$ cat src/rtl/txn_sched_queue.sv
module txn_sched_queue #(
  parameter int DEPTH  = 8,
  parameter int WIN    = 4,
  parameter int AW     = 32,
  parameter int TW     = 8,
  parameter int BANKS  = 8,
  parameter int STARVE = 4
)(
  input  logic                                 clk,
  input  logic                                 rst_n,
  input  logic                                 fifo_mode,
  input  logic                                 in_valid,
  output logic                                 in_ready,
  input  logic [1:0]                           in_kind,
  input  logic [AW-1:0]                        in_addr,
  input  logic [((BANKS>1)?$clog2(BANKS):1)-1:0] in_bank,
  input  logic [TW-1:0]                        in_age,
  input  logic [BANKS-1:0]                     bank_full,
  output logic                                 out_valid,
  input  logic                                 out_ready,
  output logic [1:0]                           out_kind,
  output logic [AW-1:0]                        out_addr,
  output logic [((BANKS>1)?$clog2(BANKS):1)-1:0] out_bank,
  output logic [TW-1:0]                        out_age
);
  localparam int BW = (BANKS > 1) ? $clog2(BANKS) : 1;
  localparam int IW = (DEPTH > 1) ? $clog2(DEPTH) : 1;
  localparam int CW = $clog2(DEPTH + 1);
  localparam int SW = $clog2(STARVE + 1);

  logic [1:0]    q_kind [DEPTH];
  logic [AW-1:0] q_addr [DEPTH];
  logic [BW-1:0] q_bank [DEPTH];
  logic [TW-1:0] q_age  [DEPTH];
  logic [SW-1:0] q_skip [DEPTH];
  logic [CW-1:0] count;

  logic [1:0]    n_kind [DEPTH];
  logic [AW-1:0] n_addr [DEPTH];
  logic [BW-1:0] n_bank [DEPTH];
  logic [TW-1:0] n_age  [DEPTH];
  logic [SW-1:0] n_skip [DEPTH];

  logic [DEPTH-1:0] haz, elig;
  logic [1:0]       lvl [DEPTH];
  logic [IW-1:0]    sel;
  logic             found;
  logic             enq, deq;

  assign in_ready = count < CW'(DEPTH);
  assign enq      = in_valid && in_ready;
  assign deq      = found && out_ready;

  always_comb begin
    for (int i = 0; i < DEPTH; i++) begin
      haz[i] = 1'b0;
      for (int j = 0; j < DEPTH; j++)
        if (j < i && q_addr[j] == q_addr[i] && (q_kind[i][1] || q_kind[j][1]))
          haz[i] = 1'b1;
      elig[i] = (CW'(i) < count) && (i < WIN) && !bank_full[q_bank[i]] &&
                !haz[i] && (!fifo_mode || i == 0);
      if (q_kind[i][1] && q_skip[i] == SW'(STARVE)) lvl[i] = 2'd0;
      else if (q_kind[i] == 2'b00)                  lvl[i] = 2'd1;
      else if (q_kind[i] == 2'b01)                  lvl[i] = 2'd2;
      else                                          lvl[i] = 2'd3;
    end
  end

  always_comb begin
    logic [1:0] best;
    found = 1'b0;
    best  = 2'd3;
    sel   = '0;
    for (int i = 0; i < DEPTH; i++)
      if (elig[i] && (!found || lvl[i] < best)) begin
        found = 1'b1;
        best  = lvl[i];
        sel   = IW'(i);
      end
  end

  assign out_valid = found;
  assign out_kind  = q_kind[sel];
  assign out_addr  = q_addr[sel];
  assign out_bank  = q_bank[sel];
  assign out_age   = q_age[sel];

  always_comb begin
    logic [CW-1:0] wpos;
    int src;
    wpos = count - CW'(deq);
    for (int i = 0; i < DEPTH; i++) begin
      src = (deq && IW'(i) >= sel && i < DEPTH - 1) ? i + 1 : i;
      n_kind[i] = q_kind[src];
      n_addr[i] = q_addr[src];
      n_bank[i] = q_bank[src];
      n_age[i]  = q_age[src];
      n_skip[i] = q_skip[src];
      if (deq && IW'(i) < sel && q_kind[i][1] && q_skip[i] != SW'(STARVE))
        n_skip[i] = q_skip[i] + 1'b1;
      if (enq && CW'(i) == wpos) begin
        n_kind[i] = in_kind;
        n_addr[i] = in_addr;
        n_bank[i] = in_bank;
        n_age[i]  = in_age;
        n_skip[i] = '0;
      end
    end
  end

  always_ff @(posedge clk) begin
    if (!rst_n) count <= '0;
    else        count <= count + CW'(enq) - CW'(deq);
  end

  always_ff @(posedge clk) begin
    for (int i = 0; i < DEPTH; i++) begin
      q_kind[i] <= n_kind[i];
      q_addr[i] <= n_addr[i];
      q_bank[i] <= n_bank[i];
      q_age[i]  <= n_age[i];
      q_skip[i] <= n_skip[i];
    end
  end
endmodule

$ cat config.mk
export PLATFORM = sky130hd
export DESIGN_NAME = txn_sched_queue
export DESIGN_NICKNAME = d
export VERILOG_FILES = /design/src/rtl/txn_sched_queue.sv
export SDC_FILE = /design/constraint.sdc
export NUM_CORES = 1
export LEC_CHECK = 0
export ABC_AREA = 1
export BUFFER_PORTS_ARGS = -buffer_cell sky130_fd_sc_hd__buf_2
export CORE_UTILIZATION = 45
export DETAILED_ROUTE_END_ITERATION = 7
export SETUP_SLACK_MARGIN = 0.2
export SYNTH_ARGS = -nofsm -noshare
export SYNTH_HDL_FRONTEND = slang
export SYNTH_SLANG_ARGS = --single-unit
$ cat constraint.sdc
create_clock -name clk -period 8.7 [get_ports clk]
set_input_delay 1.74 -clock clk [delete_from_list [all_inputs] [get_ports clk]]
set_output_delay 1.74 -clock clk [all_outputs]
set_load 0.01 [all_outputs]
; ---- Word-level counts from Yosys, hierarchy flattened
; Memories as Yosys holds them, arrays and structs flattened.
; Index checks and enable logic that the tools add are counted.
[classes]
n_addsub = 11
multipliers = 0
n_div = 0
magnitude_cmp = 27
eq_ne = 30
shift = 0
mux = 91
n_bitwise = 0
reduce_logical = 89
[ops]
columns = operator, n
row1 = two-way mux 32 bit, 8
row2 = == test 32 bit, 6
row3 = two-way mux 3 bit, 25
row4 = logical AND 1 bit, 64
row5 = two-way mux 8 bit, 8
row6 = two-way mux 2 bit, 23
row7 = adder 3 x 1 -> 3 bit (second input constant), 8
row8 = != test 3 bit (second input constant), 8
row9 = two-way mux 1 bit, 23
row10 = == test 3 x 4 -> 1 bit (first input constant), 4
row11 = < comparator 3 x 4 -> 1 bit (second input constant), 4
row12 = binary-select mux 1 bit (select 3 bit), 4
row13 = == test 3 bit (second input constant), 4
row14 = < comparator 3 bit (first input constant), 4
row15 = zero test 1 bit, 11
row16 = greater-or-equal comparator 3 bit (first input constant), 3
row17 = logical OR 1 bit, 9
row18 = == test 2 x 1 -> 1 bit (second input constant), 4
row19 = == test 2 x 4 -> 1 bit (first input constant), 2
row20 = zero test 2 bit, 4
row21 = < comparator 1 x 4 -> 1 bit (first input constant), 2
row22 = < comparator 2 x 4 -> 1 bit (first input constant), 2
row23 = subtractor 4 x 1 -> 4 bit, 2
row24 = greater-or-equal comparator 1 x 3 -> 1 bit (first input constant), 2
row25 = 9 further kinds, 14
[totals]
register_bits = 4
latchBits = 0
mem_bits_rw = 384
romBits = 0
mem_count = 5
[mem_list]
columns = memory, words, word_bits, rd, rd_ports_with_merged_regs, write_ports, line
row1 = q_addr, 8, 32, 12, 0, 8, 32  ; logic [AW-1:0] q_addr [DEPTH];
row2 = q_age, 8, 8, 8, 0, 8, 34  ; logic [TW-1:0] q_age [DEPTH];
row3 = q_bank, 8, 3, 12, 0, 8, 33  ; logic [BW-1:0] q_bank [DEPTH];
row4 = q_skip, 8, 3, 15, 0, 8, 35  ; logic [SW-1:0] q_skip [DEPTH];
row5 = q_kind, 8, 2, 16, 0, 8, 31  ; logic [1:0] q_kind [DEPTH];

; ---- Longest topological paths before layout
; Gate-level depths: netlist of run 1.
; An unclocked memory read counts as a cell.
[logic_depth]
ltp_word = 24
mapped_depth = 33
depth_no_buf = 32

; ---- Least setup slack after synthesis of run 1
; Ideal clock, no wire load.
[synth_path]
path_kind = input-to-reg
startpoint = in bank_full[5]
endpoint = mem q_addr[7][0], enable pin
setup_ns = 0.513
t_arrival_ns = 7.473
slack_ns = 0.714
path_stages = 17
path_cell_list = inv_1 > a21oi_1 > o21ai_0 > a21oi_1 > a21oi_1 > o2111ai_1 > nor2_1 > nor2_1 > nand2_1 > nand2_1 > inv_1 > buf_2 > buf_1 > ha_1 > ha_1 > nor3_1 > nor3b_1
[synth_lines]
columns = item, line
row1 = from (decl), 18  ; input logic [BANKS-1:0] bank_full,
row2 = to (decl), 32

; ---- Final worst setup path of run 1
[layout_path]
startpoint = in bank_full[1]
endpoint = out out_addr[21]
[layout_via]
elab_chain_cells = 18
word_cells_on_any_way = 44
cone_classes = 3 x order compare / 17 x mux / 23 x reduce/logical / 1 x memory
[layout_rtl]
columns = item, line
row1 = binary-select mux 1 bit (select 3 bit), 60  ; elig[i] = (CW'(i) < count) && (i < WIN) && !bank_full[q_bank[i]] &&
row2 = two-way mux 1 bit (not written as such), 60
row3 = zero test 1 bit, 60
row4 = logical AND 1 bit, 60
row5 = two-way mux 2 bit or two-way mux 1 bit (tied branches), 75  ; if (elig[i] && (!found || lvl[i] < best)) begin
row6 = < comparator 2 bit or zero test 1 bit (tied branches), 75
row7 = logical OR 1 bit, 75
row8 = logical AND 1 bit, 75
row9 = [2 not listed], --
row10 = logical OR 1 bit, 75
row11 = logical AND 1 bit, 75
row12 = two-way mux 2 bit or two-way mux 1 bit (tied branches), 75
row13 = < comparator 2 bit or zero test 1 bit (tied branches), 75
row14 = logical OR 1 bit, 75
row15 = logical AND 1 bit, 75
row16 = two-way mux 2 bit (*), 75
row17 = memory read (8 x 32 bit) (*), --
row18 = to (decl), 22  ; output logic [AW-1:0] out_addr,
; Mark *: on every way between the ends. The rest lies on a longest branch, timed or not. The select of a mux whose other input is x is not followed.

==> flow_summary.toml, run 1 <==
[detailed_routing]
drt_first_pass_iters = 5
ant_nets = 0
final_routed_drc_violation_total = 0
vias = 17700
totalWireLength_um = 68800
detail_route.wl_per_cell_um = 22.5
viasPerCell = 5.80
drt-initial-drc-count = 1801

[layout]
layout_commonest_cell = "sky130_fd_sc_hd__nand2_1"
fin_nets = 2493
n_fill_cell = 4404
post-route-util_pct = 50.4
antenna_cells_inserted = 0
final-seq-area_um2 = 11300
final_cells = 3054
final_layout_size_suffix_gt1_share_pct = 10.6
area_growth_syn_to_layout_pct = 9.56
final_cell_mix = "sky130_fd_sc_hd__nand2_1 (560), sky130_fd_sc_hd__edfxtp_1 (360), sky130_fd_sc_hd__o21ai_0 (303)"
multi_input_area_um2 = 8790

[timing]
slew_viol_final = 0
setup_violations = 0
slew_worst_pin_ns = 1.14
fin_crit_sh_pct = 92.5
postLayoutSetupSlackWorst_ns = 0.652
timing.clock.skew_ns = 0.0345
rsz0062_at_grt = "no"
final_period_minus_worst_setup_slack_ns = 8.05
relSlewSlack_pct = 24.0
finalHoldViolations = 0
finalSetupTns_ns = 0
clock.fmax_ghz = 0.124

[clock_tree]
cts_root_buf = "sky130_fd_sc_hd__clkbuf_16"
hold_buffers = 0
htree_num_levels = 2
ctsLongestPathBuffers = 3
post-cts-setup-buffers = 0
tritoncts_num_sinks = 382
clk_latency_ns = 0.59
tritoncts = "built"
path_clk_slew_ns = 0.06
inserted_clock_buffers = 44

[synthesis]
area_of_the_mapped_netlist_um2 = 21600
synth-warning-count = 0
synth_cell_types = 41
avgSynthCellArea_um2 = 8.91
synth_area_in_adders_pct = 1.08
synthXorXnorAreaFrac_pct = 6.82
ys_seq_area_share_pct = 52.1
edff_count_synth = 360
syn_nets = 2498
synth-compound-area-share_pct = 16.5
synth_seq_cells = 382
synth.area.mux_share_pct = 0
post_synth_and_or_nand_nor_area_fraction_pct = 15.9
postSynthCellCount = 2422
async_flop_share_pct = 0
combinational_family_with_the_most_area_after_synthesis = "compound AO/OA/AOI/OAI gates"
ys.flop_type = "sky130_fd_sc_hd__edfxtp_1"

[placement]
rd_place_congestion = 0.917
buffer_ports.inserted = 104
dpl_hpwl_um = 43200
pre_cts_ws_ns = 0.543
post-place-cells = 2978

[worst_setup_path]
critPathRequiredTime_ns = 6.96
cpMostUsedCell = "sky130_fd_sc_hd__nand2_1"
timing.reg2reg.setup_slack_ns = 2.15
crit_path_max_fanout = 48
critPathLaunchType = "primary input"
crit_path_end_kind = "output pin"
max_stage_delay_ns = 0.56
critical_path_class = "in2out"
timing.critical_path.slowest_stage_cell = "sky130_fd_sc_hd__nand2_4"
crit_arrival_ns = 6.31

[global_route]
grt_antenna_before_repair = 2
global_route.overflow_total = 0
groute.usage.overall_pct = 27.9
vias_in_the_first_global_route = 17100
largest_net_degree_at_the_start_of_global_routing = 95
grt_pass1_wl_um = 105000

[floorplan]
dieArea_um2 = 48800
floorplan.die.height_um = 221
floorplan.rows = 79
core_area_um2 = 47000
floorplan.initialDensity_pct = 46.0
die_width_um = 221
ioPinCount = 105

[status]
run_status = "complete, no violations"

[run]
timing.max_cap.violations = 0

[worst_hold_path]
hold_path.class = "reg2reg"
-- what timing repair did --
item | CTS | global route
hold endpoints to repair | 0 | 0
resized for setup | 0 | 1
endpoints found under the setup margin | 0 | 21
-- layer usage --
layer | vias up | part of all wire [%] | global-route usage, %
met5 | - | 0.019 | 0
met4 | 2 | 3.4 | 10.9
met3 | 128 | 7.2 | 3.77
met2 | 764 | 45 | 44.5
met1 | 8547 | 44 | 38.7
li1 | 8261 | - | -
-- critical path, delay by kind of cell --
| kind | cells | cell delay, ns |
|---|---|---|
| compound gates | 5 | 1.17 |
| buf+inv | 3 | 0.37 |
| fa+ha+maj | 3 | 0.87 |
| simple gates | 19 | 2.11 |
-- registers in the layout, summed over array words and instances (netlist names) --
register / cells
q_kind: 16
q_addr: 256
q_bank: 24
count: 4
q_age: 64
q_skip: 18
-- kinds of logic (layout without fill, tap and decap cells) --
logic type / Yosys count / in the layout
adder cells (fa/ha/maj): 18 / 18
flip-flops: 382 / 382
buffers and inverters: 382 / 407
AND/OR/NAND/NOR: 837 / 837
AO/OA/AOI/OAI: 635 / 635
XOR/XNOR: 168 / 168
-- cells in the mapped netlist (all sizes together), types with 4 or more instances --
| cell | instances | share of area (%) |
|---|---|---|
| nand3 | 71 | 1.6 |
| clkbuf | 128 | 2.3 |
| dfxtp | 22 | 2.0 |
| xnor2 | 67 | 2.7 |
| o211ai | 70 | 2.8 |
| xor2 | 101 | 4.1 |
| nand2 | 585 | 10 |
| a31oi | 47 | 1.4 |
| nor4 | 20 | 0.58 |
| buf | 60 | 1.8 |
| inv | 194 | 3.4 |
| o22ai | 4 | 0.12 |
| nor3 | 15 | 0.35 |
| ha | 17 | 0.99 |
| nand4 | 23 | 0.67 |
| a21oi | 114 | 2.9 |
| edfxtp | 360 | 50 |
| o21ai | 393 | 9.1 |
| nor2 | 119 | 2.1 |
-- through the flow --
stage | hold WS (ns) | instance area, µm²
global route | 0.479 | 23600
floorplan | 0.416 | 21600
detailed placement | 0.430 | 22300
CTS | 0.438 | 23600
global placement | 0.423 | 22300
finish | 0.444 | 23600
-- path summary, 6_finish.rpt --
kind,start,to,depth (start not counted)
setup / recovery,bank_full[1],out_addr[21],30
hold reg to reg,q_skip[5][0]$_SDFFE_PP0P_,q_skip[5][0]$_SDFFE_PP0P_,2
setup reg to reg,q_addr[2][14]$_DFFE_PP_,q_addr[3][17]$_DFFE_PP_,20
hold / removal,q_skip[5][0]$_SDFFE_PP0P_,q_skip[5][0]$_SDFFE_PP0P_,2
-- area by class of cell --
| type | instances | area share, % |
|---|---|---|
| clock buffer | 59 | 5.07 |
| sequential | 382 | 47.6 |
| clock inverter | 17 | 0.386 |
| tap | 607 | 3.21 |
| timing repair buffer | 137 | 3.46 |
| multi-input combinational | 1658 | 37.2 |
| inverter | 194 | 3.08 |
Power of run 1 is left out: the tool's default activity adds up to more than one toggle a clock period on the data nets, which glitch-free logic cannot reach.
==> run 2: changes to the inputs <==
==> constraint.sdc (replaced) <==
create_clock -name clk -period 10.1 [get_ports clk]
set_input_delay 2.02 -clock clk [delete_from_list [all_inputs] [get_ports clk]]
set_output_delay 2.02 -clock clk [all_outputs]
set_load 0.01 [all_outputs]
==> flow_summary.toml, run 2 (same netlist as run 1, synthesis figures left out) <==
[status]
run_status = "complete, no violations"

[worst_hold_path]
min_path_cells = 2
hold_path.class = "reg2reg"

[worst_setup_path]
crit_arrival_ns = 6.91
worst_path_dominant_cell_family = "simple AND/OR/NAND/NOR gates"
crit_path_end_kind = "output pin"
max_stage_delay_ns = 0.45
critical_path_class = "in2out"
cp_num_buf_inv = 4
crit_path_max_fanout = 77
critPathLaunchType = "primary input"
reg2reg_depth = 21
timing.critical_path.slowest_stage_cell = "sky130_fd_sc_hd__nand2_4"
critPathRequiredTime_ns = 8.08
critical_path_depth = 31
cpMostUsedCell = "sky130_fd_sc_hd__nand2_1"

[timing]
clock.fmax_ghz = 0.112
slew_viol_final = 0
finalSetupTns_ns = 0
slew_worst_pin_ns = 1.20
rsz0062_at_grt = "no"
relSlewSlack_pct = 19.9
final_period_minus_worst_setup_slack_ns = 8.93
setup_violations = 0
finalHoldViolations = 0
fin_crit_sh_pct = 88.4
timing.clock.skew_ns = 0.0321

[layout]
final_cell_area_um2 = 23800
layout_commonest_cell = "sky130_fd_sc_hd__nand2_1"
final_cell_mix = "sky130_fd_sc_hd__nand2_1 (560), sky130_fd_sc_hd__edfxtp_1 (360), sky130_fd_sc_hd__o21ai_0 (303)"
register_bank_with_the_most_flops = "q_addr"
final_layout_size_suffix_gt1_share_pct = 10.7
post-route-util_pct = 50.6
antenna_cells_inserted = 0
fin_nets = 2490
top_regs = "q_addr (256), q_age (64), q_bank (24)"
largest_reg_flops = 256
area_growth_syn_to_layout_pct = 10.1

[placement]
buffer_ports.inserted = 104
rd_place_congestion = 0.919
dpl_hpwl_um = 42300
postPlaceCellArea_um2 = 22300

[detailed_routing]
totalWireLength_um = 69100
viasPerCell = 5.81
ant_nets = 0
vias = 17800
detail_route.wl_per_cell_um = 22.6
drt_first_pass_iters = 6
final_routed_drc_violation_total = 0
drt-initial-drc-count = 1891

[floorplan]
die_width_um = 221
floorplan.rows = 79
floorplan.initialDensity_pct = 46.0
dieArea_um2 = 48800
core_area_um2 = 47000
ioPinCount = 105
floorplan.die.height_um = 221

[global_route]
grt_pass1_wl_um = 105000
groute.usage.overall_pct = 28.1
global_route.overflow_total = 0
largest_net_degree_at_the_start_of_global_routing = 94
vias_in_the_first_global_route = 16900
grt_antenna_before_repair = 2

[clock_tree]
ctsResizeCount = 0
cts_root_buf = "sky130_fd_sc_hd__clkbuf_16"
htree_num_levels = 2
ctsLongestPathBuffers = 3
tritoncts = "built"
post-cts-setup-buffers = 0
tritoncts_num_sinks = 382
path_clk_slew_ns = 0.06
clk_latency_ns = 0.59
inserted_clock_buffers = 46
hold_buffers = 0

[run]
timing.max_cap.violations = 0
## run 2: cell count changes in the layout (fill, tap and decap cells not counted), sizes merged
cell / previous run / this run
clkbuf: 59 / 65
buf: 137 / 132
bufinv: 0 / 4
clkinv: 12 / 10
clkinvlp: 2 / 0
inv: 197 / 196
## run 2: worst paths after layout
path | startpoint | to | slack [ns]
max | bank_full[1] | out_addr[23] | 1.17
min | q_skip[5][2]$_SDFFE_PP0P_ | q_skip[5][2]$_SDFFE_PP0P_ | 0.44
max reg2reg | q_addr[1][14]$_DFFE_PP_ | q_addr[1][6]$_DFFE_PP_ | 3.10
min reg2reg | q_skip[5][2]$_SDFFE_PP0P_ | q_skip[5][2]$_SDFFE_PP0P_ | 0.44
## run 2: final cells by class
| class | instances | area (µm²) |
|---|---|---|
| fill | 4392 | 23200 |
| sequential | 382 | 11300 |
| multi-input combinational | 1658 | 8800 |
| clock buffer | 65 | 1300 |
| tap | 607 | 759 |
| timing repair buffer | 132 | 743 |
| inverter | 194 | 728 |
| clock inverter | 16 | 180 |
## run 2: worst register-to-register path: stages (launching register included)
cell and delay (ns):
sky130_fd_sc_hd__edfxtp_1 0.48, sky130_fd_sc_hd__xor2_1 0.21, sky130_fd_sc_hd__nor4_1 0.45, sky130_fd_sc_hd__nand4_1 0.28
sky130_fd_sc_hd__nor2_1 0.31, sky130_fd_sc_hd__nand4_1 0.17, sky130_fd_sc_hd__nor2_1 0.26, sky130_fd_sc_hd__nor2_1 0.15
sky130_fd_sc_hd__nor2_1 0.20, sky130_fd_sc_hd__nand2_1 0.22, sky130_fd_sc_hd__nand2_4 0.67, sky130_fd_sc_hd__inv_2 0.05
sky130_fd_sc_hd__buf_4 0.27, sky130_fd_sc_hd__ha_1 0.25, sky130_fd_sc_hd__ha_1 0.19, sky130_fd_sc_hd__xnor2_1 0.28
sky130_fd_sc_hd__inv_1 0.07, sky130_fd_sc_hd__nor2_1 0.51, sky130_fd_sc_hd__nand2_2 0.08, sky130_fd_sc_hd__buf_4 0.27
sky130_fd_sc_hd__buf_4 0.41, sky130_fd_sc_hd__nand2_4 0.83
## run 2: per-layer routing
layer	up-vias	part of all wire (%)	GRT usage [%]
met5	-	0.016	0
met4	2	2.4	8.82
met3	107	6.9	3.61
met2	729	47	45.6
met1	8653	44	39.0
li1	8266	-	-
## run 2: through the flow
stage / hold slack (ns) / std cells / worst slack, ns
2_1_floorplan: 0.416 / 2422 / 1.83
3_3_place_gp: 0.424 / 2973 / 1.30
3_5_place_dp: 0.430 / 2973 / 1.19
4_1_cts: 0.439 / 3054 / 1.18
5_1_grt: 0.467 / 3054 / 0.826
6_report: 0.438 / 3054 / 1.17
Power of run 2 is left out for the same reason.
